File: config.mk
export PLATFORM = sky130hd
export DESIGN_NAME = cop_issue_rx
export DESIGN_NICKNAME = d
export VERILOG_FILES = /design/src/rtl/cpi_pkg.sv /design/src/rtl/cpi_load_align.sv /design/src/rtl/cpi_regfile.sv /design/src/rtl/cpi_pend_queue.sv /design/src/rtl/cop_issue_rx.sv
export SDC_FILE = /design/constraint.sdc
export NUM_CORES = 1
export LEC_CHECK = 0
export BUFFER_PORTS_ARGS = -buffer_cell sky130_fd_sc_hd__clkbuf_2
export CORE_MARGIN = 2
export CORE_UTILIZATION = 30
export DETAILED_ROUTE_END_ITERATION = 12
export PLACE_DENSITY = 0.46
export SETUP_SLACK_MARGIN = 0.02
export SYNTH_ARGS = -nofsm -noshare
export SYNTH_HDL_FRONTEND = slang
export SYNTH_HIERARCHICAL = 1
export SYNTH_SLANG_ARGS = --single-unit
File: constraint.sdc
create_clock -name clk -period 4.65 [get_ports clk]
set_clock_uncertainty 0.2 [all_clocks]
set_input_delay 0.465 -clock clk [delete_from_list [all_inputs] [get_ports clk]]
set_output_delay 0.465 -clock clk [all_outputs]
set_load 0.02 [all_outputs]
File: src/rtl/cpi_pkg.sv
package cpi_pkg;
  localparam int CPI_DW     = 32;
  localparam int CPI_NREG   = 4;
  localparam int CPI_QDEPTH = 2;
  localparam int CPI_UDIW   = 3;
endpackage

File: src/rtl/cpi_load_align.sv
module cpi_load_align #(
  parameter int DW = cpi_pkg::CPI_DW
) (
  input  logic [DW-1:0] data_i,
  input  logic          le_i,
  output logic [DW-1:0] data_o
);
  localparam int NB = DW / 8;

  logic [DW-1:0] swapped;

  // Reverse byte lanes for little-endian storage order.
  for (genvar b = 0; b < NB; b++) begin : g_lane
    assign swapped[b*8 +: 8] = data_i[(NB-1-b)*8 +: 8];
  end

  assign data_o = le_i ? swapped : data_i;
endmodule

File: src/rtl/cpi_regfile.sv
module cpi_regfile #(
  parameter int DW   = cpi_pkg::CPI_DW,
  parameter int NREG = cpi_pkg::CPI_NREG,
  parameter int AW   = $clog2(NREG),
  parameter int NB   = DW / 8
) (
  input  logic          clk,
  input  logic          rst,
  input  logic          c_we_i,
  input  logic [AW-1:0] c_addr_i,
  input  logic [DW-1:0] c_data_i,
  input  logic          l_we_i,
  input  logic [AW-1:0] l_addr_i,
  input  logic [DW-1:0] l_data_i,
  input  logic [NB-1:0] l_be_i,
  input  logic [AW-1:0] raddr_i,
  output logic [DW-1:0] rdata_o
);
  logic [DW-1:0] mem [NREG];
  logic [DW-1:0] rdata_q;

  // Commit port writes whole words; enabled load lanes overlay it.
  always_ff @(posedge clk) begin
    if (rst) begin
      for (int r = 0; r < NREG; r++) mem[r] <= '0;
    end else begin
      for (int r = 0; r < NREG; r++) begin
        for (int b = 0; b < NB; b++) begin
          if (l_we_i && (l_addr_i == AW'(r)) && l_be_i[b])
            mem[r][b*8 +: 8] <= l_data_i[b*8 +: 8];
          else if (c_we_i && (c_addr_i == AW'(r)))
            mem[r][b*8 +: 8] <= c_data_i[b*8 +: 8];
        end
      end
    end
  end

  always_ff @(posedge clk) begin
    if (rst) rdata_q <= '0;
    else     rdata_q <= mem[raddr_i];
  end

  assign rdata_o = rdata_q;

  // Assertion support: remember the last commit that had no competing load.
  logic          a_cw_q;
  logic [AW-1:0] a_ca_q;
  logic [DW-1:0] a_cd_q;
  always_ff @(posedge clk) begin
    if (rst) begin
      a_cw_q <= 1'b0;
      a_ca_q <= '0;
      a_cd_q <= '0;
    end else begin
      a_cw_q <= c_we_i && !l_we_i;
      a_ca_q <= c_addr_i;
      a_cd_q <= c_data_i;
    end
  end

  // a committed result is present in its register after the edge.
  a_r6_commit_lands: assert property (@(posedge clk) disable iff (rst)
    a_cw_q |-> mem[a_ca_q] == a_cd_q);
endmodule

File: src/rtl/cpi_pend_queue.sv
module cpi_pend_queue #(
  parameter int DW     = cpi_pkg::CPI_DW,
  parameter int AW     = 2,
  parameter int UDIW   = cpi_pkg::CPI_UDIW,
  parameter int QDEPTH = cpi_pkg::CPI_QDEPTH
) (
  input  logic            clk,
  input  logic            rst,
  input  logic            push_i,
  input  logic [AW-1:0]   push_dest_i,
  input  logic            push_udi_v_i,
  input  logic [UDIW-1:0] push_udi_i,
  input  logic            opnd_vld_i,
  input  logic [DW-1:0]   opa_i,
  input  logic [DW-1:0]   opb_i,
  input  logic            flush_i,
  input  logic            commit_i,
  output logic            full_o,
  output logic            wr_en_o,
  output logic [AW-1:0]   wr_addr_o,
  output logic [DW-1:0]   wr_data_o
);
  localparam int PW = (QDEPTH > 1) ? $clog2(QDEPTH) : 1;
  localparam int CW = $clog2(QDEPTH + 1);

  function automatic logic [PW-1:0] nxt(input logic [PW-1:0] p);
    nxt = (p == PW'(QDEPTH - 1)) ? '0 : p + 1'b1;
  endfunction

  logic [QDEPTH-1:0] vld_q, rdy_q, udv_q;
  logic [AW-1:0]     dest_q [QDEPTH];
  logic [UDIW-1:0]   udi_q  [QDEPTH];
  logic [DW-1:0]     data_q [QDEPTH];
  logic [PW-1:0]     hd_q, tl_q, fl_q;
  logic              full_q;

  logic              pop, fill_ok, fill_new, sel_udv;
  logic [UDIW-1:0]   sel_udi;
  logic [DW-1:0]     udi_ext, sum;
  logic [CW-1:0]     cnt, cnt_base, cnt_nxt;

  // Fill target: oldest entry without a result, possibly pushed this edge.
  assign fill_new = push_i && (tl_q == fl_q) && !vld_q[fl_q];
  assign fill_ok  = opnd_vld_i && !flush_i && !rdy_q[fl_q] && (vld_q[fl_q] || fill_new);
  assign sel_udv  = fill_new ? push_udi_v_i : udv_q[fl_q];
  assign sel_udi  = fill_new ? push_udi_i   : udi_q[fl_q];

  always_comb begin
    udi_ext = '0;
    if (sel_udv) udi_ext[UDIW-1:0] = sel_udi;
    sum = opa_i + opb_i + udi_ext;
  end

  assign pop = commit_i && !flush_i && vld_q[hd_q] && rdy_q[hd_q];

  assign cnt      = CW'($countones(vld_q));
  assign cnt_base = flush_i ? '0 : (cnt - CW'(pop));
  assign cnt_nxt  = cnt_base + CW'(push_i);

  always_ff @(posedge clk) begin
    if (rst) begin
      vld_q  <= '0;
      rdy_q  <= '0;
      udv_q  <= '0;
      hd_q   <= '0;
      tl_q   <= '0;
      fl_q   <= '0;
      full_q <= 1'b0;
      for (int i = 0; i < QDEPTH; i++) begin
        dest_q[i] <= '0;
        udi_q[i]  <= '0;
        data_q[i] <= '0;
      end
    end else begin
      if (flush_i) begin
        vld_q <= '0;
        rdy_q <= '0;
        hd_q  <= tl_q;
        fl_q  <= tl_q;
      end else if (pop) begin
        vld_q[hd_q] <= 1'b0;
        rdy_q[hd_q] <= 1'b0;
        hd_q        <= nxt(hd_q);
      end
      if (push_i) begin
        vld_q[tl_q]  <= 1'b1;
        rdy_q[tl_q]  <= 1'b0;
        udv_q[tl_q]  <= push_udi_v_i;
        udi_q[tl_q]  <= push_udi_i;
        dest_q[tl_q] <= push_dest_i;
        tl_q         <= nxt(tl_q);
      end
      if (fill_ok) begin
        rdy_q[fl_q]  <= 1'b1;
        data_q[fl_q] <= sum;
        fl_q         <= nxt(fl_q);
      end
      full_q <= (cnt_nxt == CW'(QDEPTH));
    end
  end

  assign full_o    = full_q;
  assign wr_en_o   = pop;
  assign wr_addr_o = dest_q[hd_q];
  assign wr_data_o = data_q[hd_q];

  // never accept into a full queue.
  a_r3_no_overflow: assert property (@(posedge clk) disable iff (rst)
    push_i |-> !(&vld_q));
  // registered busy matches the occupancy of the entries.
  a_r3_busy_tracks: assert property (@(posedge clk) disable iff (rst)
    full_o == (&vld_q));
  // after a flush at most the entry accepted on that edge survives.
  a_r8_flush_empties: assert property (@(posedge clk) disable iff (rst)
    flush_i |=> $countones(vld_q) <= 1);
endmodule

File: src/rtl/cop_issue_rx.sv
module cop_issue_rx #(
  parameter int DW     = cpi_pkg::CPI_DW,
  parameter int NREG   = cpi_pkg::CPI_NREG,
  parameter int QDEPTH = cpi_pkg::CPI_QDEPTH,
  parameter int UDIW   = cpi_pkg::CPI_UDIW,
  parameter int AW     = $clog2(NREG),
  parameter int NB     = DW / 8
) (
  input  logic            clk,
  input  logic            rst,
  input  logic [DW-1:0]   insn_i,
  input  logic            insn_vld_i,
  input  logic [UDIW-1:0] udi_idx_i,
  input  logic            udi_vld_i,
  output logic            dec_busy_o,
  input  logic [DW-1:0]   opa_i,
  input  logic [DW-1:0]   opb_i,
  input  logic            opnd_vld_i,
  input  logic            flush_i,
  input  logic            commit_ok_i,
  input  logic [DW-1:0]   ld_data_i,
  input  logic            ld_vld_i,
  input  logic [NB-1:0]   ld_be_i,
  input  logic            ld_le_i,
  input  logic [AW-1:0]   rf_raddr_i,
  output logic [DW-1:0]   rf_rdata_o
);
  logic          busy, acc;
  logic [AW-1:0] ld_tgt_q;
  logic          wr_en;
  logic [AW-1:0] wr_addr;
  logic [DW-1:0] wr_data, ld_word;

  assign acc = insn_vld_i && !busy;

  // Load target follows the most recently accepted instruction.
  always_ff @(posedge clk) begin
    if (rst)      ld_tgt_q <= '0;
    else if (acc) ld_tgt_q <= insn_i[AW +: AW];
  end

  cpi_pend_queue #(.DW(DW), .AW(AW), .UDIW(UDIW), .QDEPTH(QDEPTH)) u_queue (
    .clk          (clk),
    .rst          (rst),
    .push_i       (acc),
    .push_dest_i  (insn_i[AW-1:0]),
    .push_udi_v_i (udi_vld_i),
    .push_udi_i   (udi_idx_i),
    .opnd_vld_i   (opnd_vld_i),
    .opa_i        (opa_i),
    .opb_i        (opb_i),
    .flush_i      (flush_i),
    .commit_i     (commit_ok_i),
    .full_o       (busy),
    .wr_en_o      (wr_en),
    .wr_addr_o    (wr_addr),
    .wr_data_o    (wr_data)
  );

  cpi_load_align #(.DW(DW)) u_align (
    .data_i (ld_data_i),
    .le_i   (ld_le_i),
    .data_o (ld_word)
  );

  cpi_regfile #(.DW(DW), .NREG(NREG), .AW(AW), .NB(NB)) u_rf (
    .clk      (clk),
    .rst      (rst),
    .c_we_i   (wr_en),
    .c_addr_i (wr_addr),
    .c_data_i (wr_data),
    .l_we_i   (ld_vld_i),
    .l_addr_i (ld_tgt_q),
    .l_data_i (ld_word),
    .l_be_i   (ld_be_i),
    .raddr_i  (rf_raddr_i),
    .rdata_o  (rf_rdata_o)
  );

  assign dec_busy_o = busy;

  // busy can only rise on the edge after an instruction was taken.
  a_r3_busy_needs_accept: assert property (@(posedge clk) disable iff (rst)
    $rose(dec_busy_o) |-> $past(acc));
endmodule

## Yosys cells after proc, flatten, opt, wreduce, memory -nomap -nowiden

Memories as Yosys holds them, arrays and structs flattened. A register that Yosys moved wholly into a read port is not among the register bits.
Cells that the tools add are included.

| operators by class | value |
|---|---|
| muxes and demuxes | 194 |
| equal/unequal tests | 8 |
| add/sub/neg operators | 8 |
| order comparisons | 6 |
| reduce and logical (&&, ||, !) cells | 48 |
| bitwise logic cells | 39 |

Operators by type and width:

| kind | number |
|---|---|
| $mux W8 | 32 |
| $mux W1 | 141 |
| $mux W32 | 2 |
| $logic_and A1 B1 Y1 | 36 |
| $add A32 B3 Y32 | 1 |
| $add A32 B32 Y32 | 1 |
| $or A1 B1 Y1 | 32 |
| $reduce_or A32 Y1 | 1 |
| $mux W2 | 12 |
| $eq A2 B2 Y1 const B | 5 |
| $mux W3 | 3 |
| $and A2 B2 Y2 | 3 |
| $lt A1 B2 Y1 const B | 3 |
| $eq A2 B1 Y1 const B | 2 |
| $logic_not A1 Y1 | 4 |
| $logic_not A2 Y1 | 2 |
| $not A2 Y2 | 2 |
| $or A2 B2 Y2 | 2 |
| $reduce_bool A2 Y1 | 2 |
| $add A1 B1 Y1 const B | 3 |
| $demux W1 S1 | 3 |
| $ge A1 B1 Y1 const B | 3 |
| $reduce_or A3 Y1 | 1 |
| $add A1 B1 Y2 | 1 |
| other kinds (6) | 6 |

| word-level totals | value |
|---|---|
| output and inout port bits | 33 |
| flip-flop bits (word level) | 12 |
| word-level logic and storage cells | 315 |
| bits of input ports | 146 |
| memory bits (writable) | 202 |
| memories kept | 4 |

Memories:

| memory | words | bits a word | read ports | clocked after memory_dff | write ports | RTL line | RTL |
|---|---|---|---|---|---|---|---|
| u_rf.mem | 4 | 32 | 1 | 1 | 4 | cpi_regfile.sv:19 | `logic [DW-1:0] mem [NREG];` |
| u_queue.data_q | 2 | 32 | 1 | 1 | 2 | cpi_pend_queue.sv:33 | `logic [DW-1:0] data_q [QDEPTH];` |
| u_queue.udi_q | 2 | 3 | 1 | 1 | 2 | cpi_pend_queue.sv:32 | `logic [UDIW-1:0] udi_q [QDEPTH];` |
| u_queue.dest_q | 2 | 2 | 1 | 1 | 2 | cpi_pend_queue.sv:31 | `logic [AW-1:0] dest_q [QDEPTH];` |

## Longest topological paths before layout

Gate-level depths: netlist (run 1).

| depth | value |
|---|---|
| depth in word-level cells | 14 |
| gate-level depth with buffers | 17 |
| gate-level depth less buffers | 17 |

## Cells and area by module

The synthesis (run 1) kept the hierarchy.

Modules (own cells, without submodules):

| module | cells an instance | sequential area each (µm²) | times used | area an instance (µm²) |
|---|---|---|---|---|
| cpi_regfile | 474 | 4484.3 | 1 | 7318.3 |
| cpi_pend_queue | 552 | 2462.4 | 1 | 5849.4 |
| cpi_load_align | 36 | 0.0 | 1 | 544.3 |
| cop_issue_rx | 9 | 40.0 | 1 | 98.8 |

## Worst setup path before layout (run 1)

Ideal clock, no wire load.

| path | value |
|---|---|
| kind | input to register |
| from | input insn_vld_i |
| to | memory u_queue/data_q[0][29] (netlist name), data pin |
| stages on the path | 15 |
| data arrival time | 3.819 ns |
| library setup time | 0.267 ns |
| buffers on the path | 0 |
| setup slack | 0.364 ns |
| data required time | 4.183 ns |
| cell sequence | nor2b_4 -> o21ai_1 -> o211ai_1 -> o21ai_0 -> a211oi_1 -> fa_1 -> ha_1 -> fa_1 -> a21o_1 -> a221oi_2 -> o21ai_2 -> a21oi_4 -> o41ai_2 -> a221oi_2 -> mux2i_1 |

RTL lines:

| item | RTL line | RTL |
|---|---|---|
| start, declared | cop_issue_rx.sv:12 | `input logic insn_vld_i,` |
| end, declared | cpi_pend_queue.sv:33 |  |

==> reports/metrics.yaml, run 1 <==
outcome: "completed"
required_ps: 4870
multi_input_area_sq_um: 6570
rows: 78
tightest_slew_ps: 1060
crit_chain: "inv_1 > and3_1 > o21ai_2 > buf_6 > buf_4 > nor2_1 > a211oi_2 > buf_4 > fa_1 > ha_2 > fa_1 > a21o_1 > a221oi_4 > nor4_4 > o2111ai_1 > o211ai_1 > or4_1 > nand2_1"
max_freq_ghz: 0.231
h-tree-depth: 1
cpPeakStageDelay_ps: 550
swShare: 0.265
leakage_nw: 6.47
clock-sinks: 248
clk_pin_slew_ps: 60
dpl-instance-area_sq_um: 15300
seq_area_sq_um: 6990
nNetsFinal: 1441
fin_tns_setup_ps: 0
syn-num-nets: 1282
drive_gt1_frac: 0.288
via_per_inst: 5.07
first_pass_iters: 4
core-area_sq_um: 45400
period_share: 0.929
layout_min_cycle_time_ps: 4320
routed_wirelength_um: 38300
reg2reg_slack_ps: 330
filler_cell_count: 4487
power_frac_comb: 0.171
worstRegToRegCells: 18
cts_max_path_buffers: 3
initial_utilization: 0.304
cts_buffers: 29
ys.flop_type: "edfxtp_1"
syn_area_per_cell_sq_um: 12.9
cp-start-kind: "flop"
ys_seq_area_frac: 0.506
endpoint_kind: "flop"
post-place-ws_ps: -7.77
cp_max_fo: 4
cap_violations: 0
hold_depth: 3
critPathArrivalTime_ps: 4540
grt_pass1_vias: 9640
io_pins: 179
synth.cell_area_sq_um: 13800
areaGrowthSynthToFinish_pct: 18.4
synth.distinct_cells: 70
finalHoldViolCount: 0
final_cell_mix: "edfxtp_1, clkbuf_2, a22o_1"
hold_class: "primary input to flop"
postRouteAntennaNets: 0
p_sw_mw: 1.55
cp_slowest_cell: "or4_1"
die_h_um: 219
synth_area_leaders: "edfxtp_1, a22o_1, dfxtp_1, ha_1, mux4_2"
cts_tree: "yes"
rsz0062_at_grt: "false"
finalInstanceArea_sq_um: 16400
synth_top_area_cell: "edfxtp_1"
fin_cells: 1852
pwr-share-clk: 0.393
hpwlAfterDp_um: 27300
setup_viol: 0
routabilityCongestion: 0.796
clk_latency_ps: 550
critPathKind: "flop to flop"
netlist.area_leader.share: 0.439
grt_max_degree: 61
dp_cells: 1792
antenna_found_initial: 0
io_buffers: 150
antennaDiodeCount: 0
fin_ws_ps: 330
final_common_cell: "edfxtp_1"
cts-root-buf: "clkbuf_16"
drt_iter0_drc: 479
relSlewSlack: 0.291
ys_ff_latch: 248
power_density_nw_per_um2: 358
intPower_mw: 4.30
synth_edf_count: 202
die_area_sq_um: 47800
synthArstFlopShare: 0
post_drt_wl_per_cell_um: 20.7
grt_usage: 0.160
irDropWorstVdd_v: 0.000224
grt_overflow: 0
die_w_um: 219
p_seq_frac: 0.436
dr_total_vias: 9396
drc: 0
grt_pass1_wl_um: 57800
slew_viol_final: 0
synth_cells: 1071
yosysWarnings: 6
==> power by group through the flow <==
stage,registers [mW],logic (mW),clock network [mW]
after global routing,2.57,1.10,2.45
final,2.56,1.00,2.30
after CTS,2.56,0.992,2.36
after floorplan,2.62,0.611,0
after global placement,2.60,0.978,0
after detailed placement,2.60,0.982,0
==> cells by family (layout without fill, tap and decap cells) <==
family,after synthesis,in the layout,synth area share
AND/OR/NAND/NOR,307,307,0.130
AO/OA/AOI/OAI,251,251,0.143
adder cells (fa/ha/maj),65,65,0.0611
buffers and inverters,69,250,0.0249
multiplexers,103,103,0.118
flip-flops,248,248,0.506
XOR/XNOR,28,28,0.0178
==> timing repair <==
item | in CTS | in global routing
setup endpoints to repair | 0 | 37
hold buffers | 5 | 0
endpoints found under the hold margin | 7 | 0
gates resized for setup | 0 | 14
buffers inserted | 0 | 2
==> cells in the mapped netlist, types with 7 or more instances <==
cell and count:
nand4_1 11, o21ai_0 15, nor2_4 7, inv_1 13
dfxtp_1 46, a21oi_1 37, clkbuf_1 24, edfxtp_1 202
a21o_1 12, and2_1 15, buf_2 23, xnor2_1 18
nor2_1 77, nand2b_1 24, nor2b_1 67, mux2_2 36
mux2_4 30, and4b_1 8, nand2_1 41, mux4_2 32
o21bai_1 7, ha_1 61, a22o_1 128, xor2_1 10
nor3_1 7
==> metal layers <==
layer | up-vias | GRT usage | routed length, um
met5 | - | 0 | 0
met4 | 0 | 0.0413 | 691
met3 | 45 | 0.0198 | 1660
met2 | 221 | 0.263 | 18000
met1 | 4641 | 0.222 | 18000
li1 | 4489 | - | -
==> area by class of cell <==
class | count | area share
clock buffer | 35 | 0.0464
tap | 600 | 0.0459
sequential | 248 | 0.427
timing repair buffer | 184 | 0.0633
inverter | 13 | 0.00298
clock inverter | 18 | 0.0125
multi-input combinational | 754 | 0.402
==> registers in the layout (all words and copies together) (netlist names), named ones only <==
| register | cells |
|---|---|
| u_queue/vld_q | 2 |
| u_queue/rdy_q | 2 |
| u_queue/dest_q | 4 |
| u_queue/hd_q | 1 |
| u_queue/udi_q | 6 |
| ld_tgt_q | 2 |
| u_queue/fl_q | 1 |
| u_queue/data_q | 64 |
| u_queue/udv_q | 2 |
| u_queue/tl_q | 1 |
| u_rf/rdata_o | 32 |
| u_queue/full_o | 1 |
| u_rf/mem | 128 |
==> per-stage QoR <==
| stage | hold slack (ps) | util | power, mW |
|---|---|---|---|
| 3_5_place_dp | 258 | 0.336 | 3.59 |
| 3_3_place_gp | 251 | 0.336 | 3.58 |
| 6_report | 21.8 | 0.360 | 5.85 |
| 4_1_cts | 2.15 | 0.358 | 5.91 |
| 5_1_grt | 21.1 | 0.360 | 6.12 |
| 2_1_floorplan | 237 | - | 3.23 |
==> worst max-delay path, delay by kind of cell (launching register included) <==
kind | cells | cell delay [ps]
adder cells (fa/ha/maj) | 3 | 980
AO/OA/AOI/OAI | 6 | 1310
flip-flops | 1 | 320
buffers and inverters | 4 | 450
AND/OR/NAND/NOR | 5 | 930
==> worst paths after layout <==
check | start | end
worst max-delay path | u_queue/vld_q[1] | u_queue/data_q[0][31]
worst min-delay path | insn_vld_i | ld_tgt_q[0]
worst max register to register | u_queue/vld_q[1] | u_queue/data_q[0][31]
worst min register to register | u_queue/udv_q[1] | u_queue/udv_q[1]
Power figures use the tool's default switching activity.
==> run 2, diff against run 1 <==
Settings changed: CORE_ASPECT_RATIO set to 1.5.
==> run 2 against run 1 <==
Compared with the run above: global-route usage fell by 0.14 points; power fell by 7.4%; routed wire length down 1.0%; non-clock buffer count shrank 4; sequential share of layout area is 0.91 points higher; combinational power decreased by 4%; worst setup slack got worse by 52 ps; core utilization fell by 0.95 points; sequential power about the same; critical path depth is 2 lower.
==> reports/metrics.yaml, run 2 (synthesis results as in run 1) <==
clk_latency_ps: 540  # about the same
dr_total_vias: 9271  # -1.3%
cts_tree: "yes"
grt_pass1_wl_um: 56800  # -1.7%
final_common_cell: "edfxtp_1"
cpPeakStageDelay_ps: 450  # -100 ps
postRouteAntennaNets: 0  # unchanged
worstRegToRegCells: 16  # -2
endpoint_kind: "flop"
antennaDiodeCount: 0  # unchanged
setup_viol: 0  # unchanged
layout_min_cycle_time_ps: 4370  # +52.3 ps
cts_max_path_buffers: 3  # unchanged
drive_gt1_frac: 0.273  # -0.0153
via_per_inst: 5.08  # about the same
relSlewSlack: 0.299  # +0.00863
power_density_nw_per_um2: 339  # -5.4%
routed_wirelength_um: 37900  # -1.0%
critPathKind: "flop to flop"
areaGrowthSynthToFinish_pct: 15.9
final_cell_mix: "edfxtp_1, clkbuf_2, a22o_1"
period_share: 0.940  # +0.0112
post_drt_wl_per_cell_um: 20.8  # +0.40%
grt_overflow: 0  # unchanged
routabilityCongestion: 0.813  # +2.2%
slew_viol_final: 0  # unchanged
critPathArrivalTime_ps: 4440  # -100 ps
io_buffers: 150  # unchanged
cts_setup_buffers: 0  # unchanged
reg2reg_slack_ps: 280  # -50 ps
whs_ps: 14.9  # -6.87 ps
drc: 0  # unchanged
die_w_um: 179  # -18%
irDropWorstVdd_v: 0.000217  # -3.0%
finalHoldViolCount: 0  # unchanged
rows: 96  # +23%
drt_iter0_drc: 540  # +13%
grt_max_degree: 59  # -3.3%
cp_slowest_cell: "fa_1"
hold_class: "primary input to flop"
cts-root-buf: "clkbuf_16"
cap_violations: 0  # unchanged
largest-register: "u_rf/mem"
max_freq_ghz: 0.229  # -1.2%
initial_utilization: 0.303  # -0.00175
required_ps: 4710  # -160 ps
h-tree-depth: 1  # unchanged
clock-sinks: 248  # unchanged
grt_pass1_vias: 9553  # -0.90%
antenna_found_initial: 0  # unchanged
nNetsFinal: 1432  # -0.62%
largest_reg_flops: 128  # unchanged
core-area_sq_um: 45600  # +0.58%
tightest_slew_ps: 1050  # -12.9 ps
io_pins: 179  # unchanged
clk_pin_slew_ps: 60  # about the same
outcome: "completed"
leakage_nw: 6.34  # -2.0%
die_area_sq_um: 47800  # about the same
hpwlAfterDp_um: 27900  # +2.3%
crit_chain: "inv_1 > and3_1 > o21ai_1 > o21ai_0 > a211oi_2 > fa_1 > ha_1 > fa_1 > a21o_1 > a221oi_2 > buf_4 > o21ai_2 > a21oi_4 > o41ai_2 > a221oi_2 > mux2i_1"
cts_buffers: 24  # -17%
crit_path_start: "u_queue/vld_q[1]"
rsz0062_at_grt: "false"
first_pass_iters: 5  # +1
die_h_um: 267  # +22%
timing.rr.end: "u_queue/data_q[1][29]"
reg2reg_from: "u_queue/vld_q[1]"
grt_usage: 0.158  # -0.00139
fin_tns_setup_ps: 0  # unchanged
crit_end: "u_queue/data_q[1][29]"
cp_max_fo: 3  # -1
cp-start-kind: "flop"
-- run 2: repair_timing --
action / 4_1_cts / 5_1_grt
setup endpoints to repair: 0 / 8
gates resized for setup: 0 / 2
hold buffers: 3 / 0
hold endpoints to repair: 3 / 0
-- run 2: area by class of cell --
type,instances,area [sq um]
clock inverter,9,67.6
inverter,13,48.8
tap,588,736
timing repair buffer,180,983
fill,4551,29600
multi-input combinational,754,6510
sequential,248,6990
clock buffer,34,679
-- run 2: worst min-delay path by stage --
stage                                 from  cells past startpoint               end  slack (ps)
after global routing             insn_i[2]                      3       ld_tgt_q[0]          20
after global placement    u_queue/udv_q[1]                      2  u_queue/udv_q[1]         250
after detailed placement  u_queue/udv_q[1]                      2  u_queue/udv_q[1]         260
after CTS                        insn_i[2]                      3       ld_tgt_q[0]           2
after floorplan           u_queue/udv_q[1]                      2  u_queue/udv_q[1]         240
final                            insn_i[2]                      3       ld_tgt_q[0]          10
-- run 2: critical path, delay by kind of cell (launching register included) --
| family | cells | cell delay, ps |
|---|---|---|
| AND/OR/NAND/NOR | 1 | 170 |
| AO/OA/AOI/OAI | 9 | 1980 |
| buffers and inverters | 2 | 230 |
| multiplexers | 1 | 130 |
| adder cells (fa/ha/maj) | 3 | 1070 |
| flip-flops | 1 | 330 |
-- run 2: layer usage --
metal | routed length (um) | GRT usage | part of all wire | vias to the layer above
met2 | 20700 | 0.301 | 0.55 | 176
li1 | - | - | - | 4459
met4 | 862 | 0.0484 | 0.023 | 0
met3 | 1130 | 0.0142 | 0.030 | 50
met1 | 15200 | 0.185 | 0.40 | 4586
met5 | 0 | 0 | 0 | -
-- run 2: stage by stage --
| step | instances | power [mW] | setup WS (ps) | cell area [sq um] | utilization |
|---|---|---|---|---|---|
| after floorplan | 1071 | 3.23 | 364 | 13800 | - |
| after global placement | 1780 | 3.58 | 82.2 | 15200 | 0.334 |
| after detailed placement | 1780 | 3.58 | 30.2 | 15200 | 0.334 |
| after CTS | 1826 | 5.51 | 148 | 16000 | 0.351 |
| after global routing | 1826 | 5.66 | 47.8 | 16000 | 0.351 |
| final | 1826 | 5.42 | 278 | 16000 | 0.351 |
-- run 2: power by group --
| part | total, mW | leakage [nW] | internal [mW] | switching, mW |
|---|---|---|---|---|
| Sequential | 2.56 | 2.48 | 2.52 | 0.0367 |
| Combinational | 0.963 | 3.49 | 0.387 | 0.576 |
| Clock | 1.90 | 0.365 | 1.07 | 0.835 |
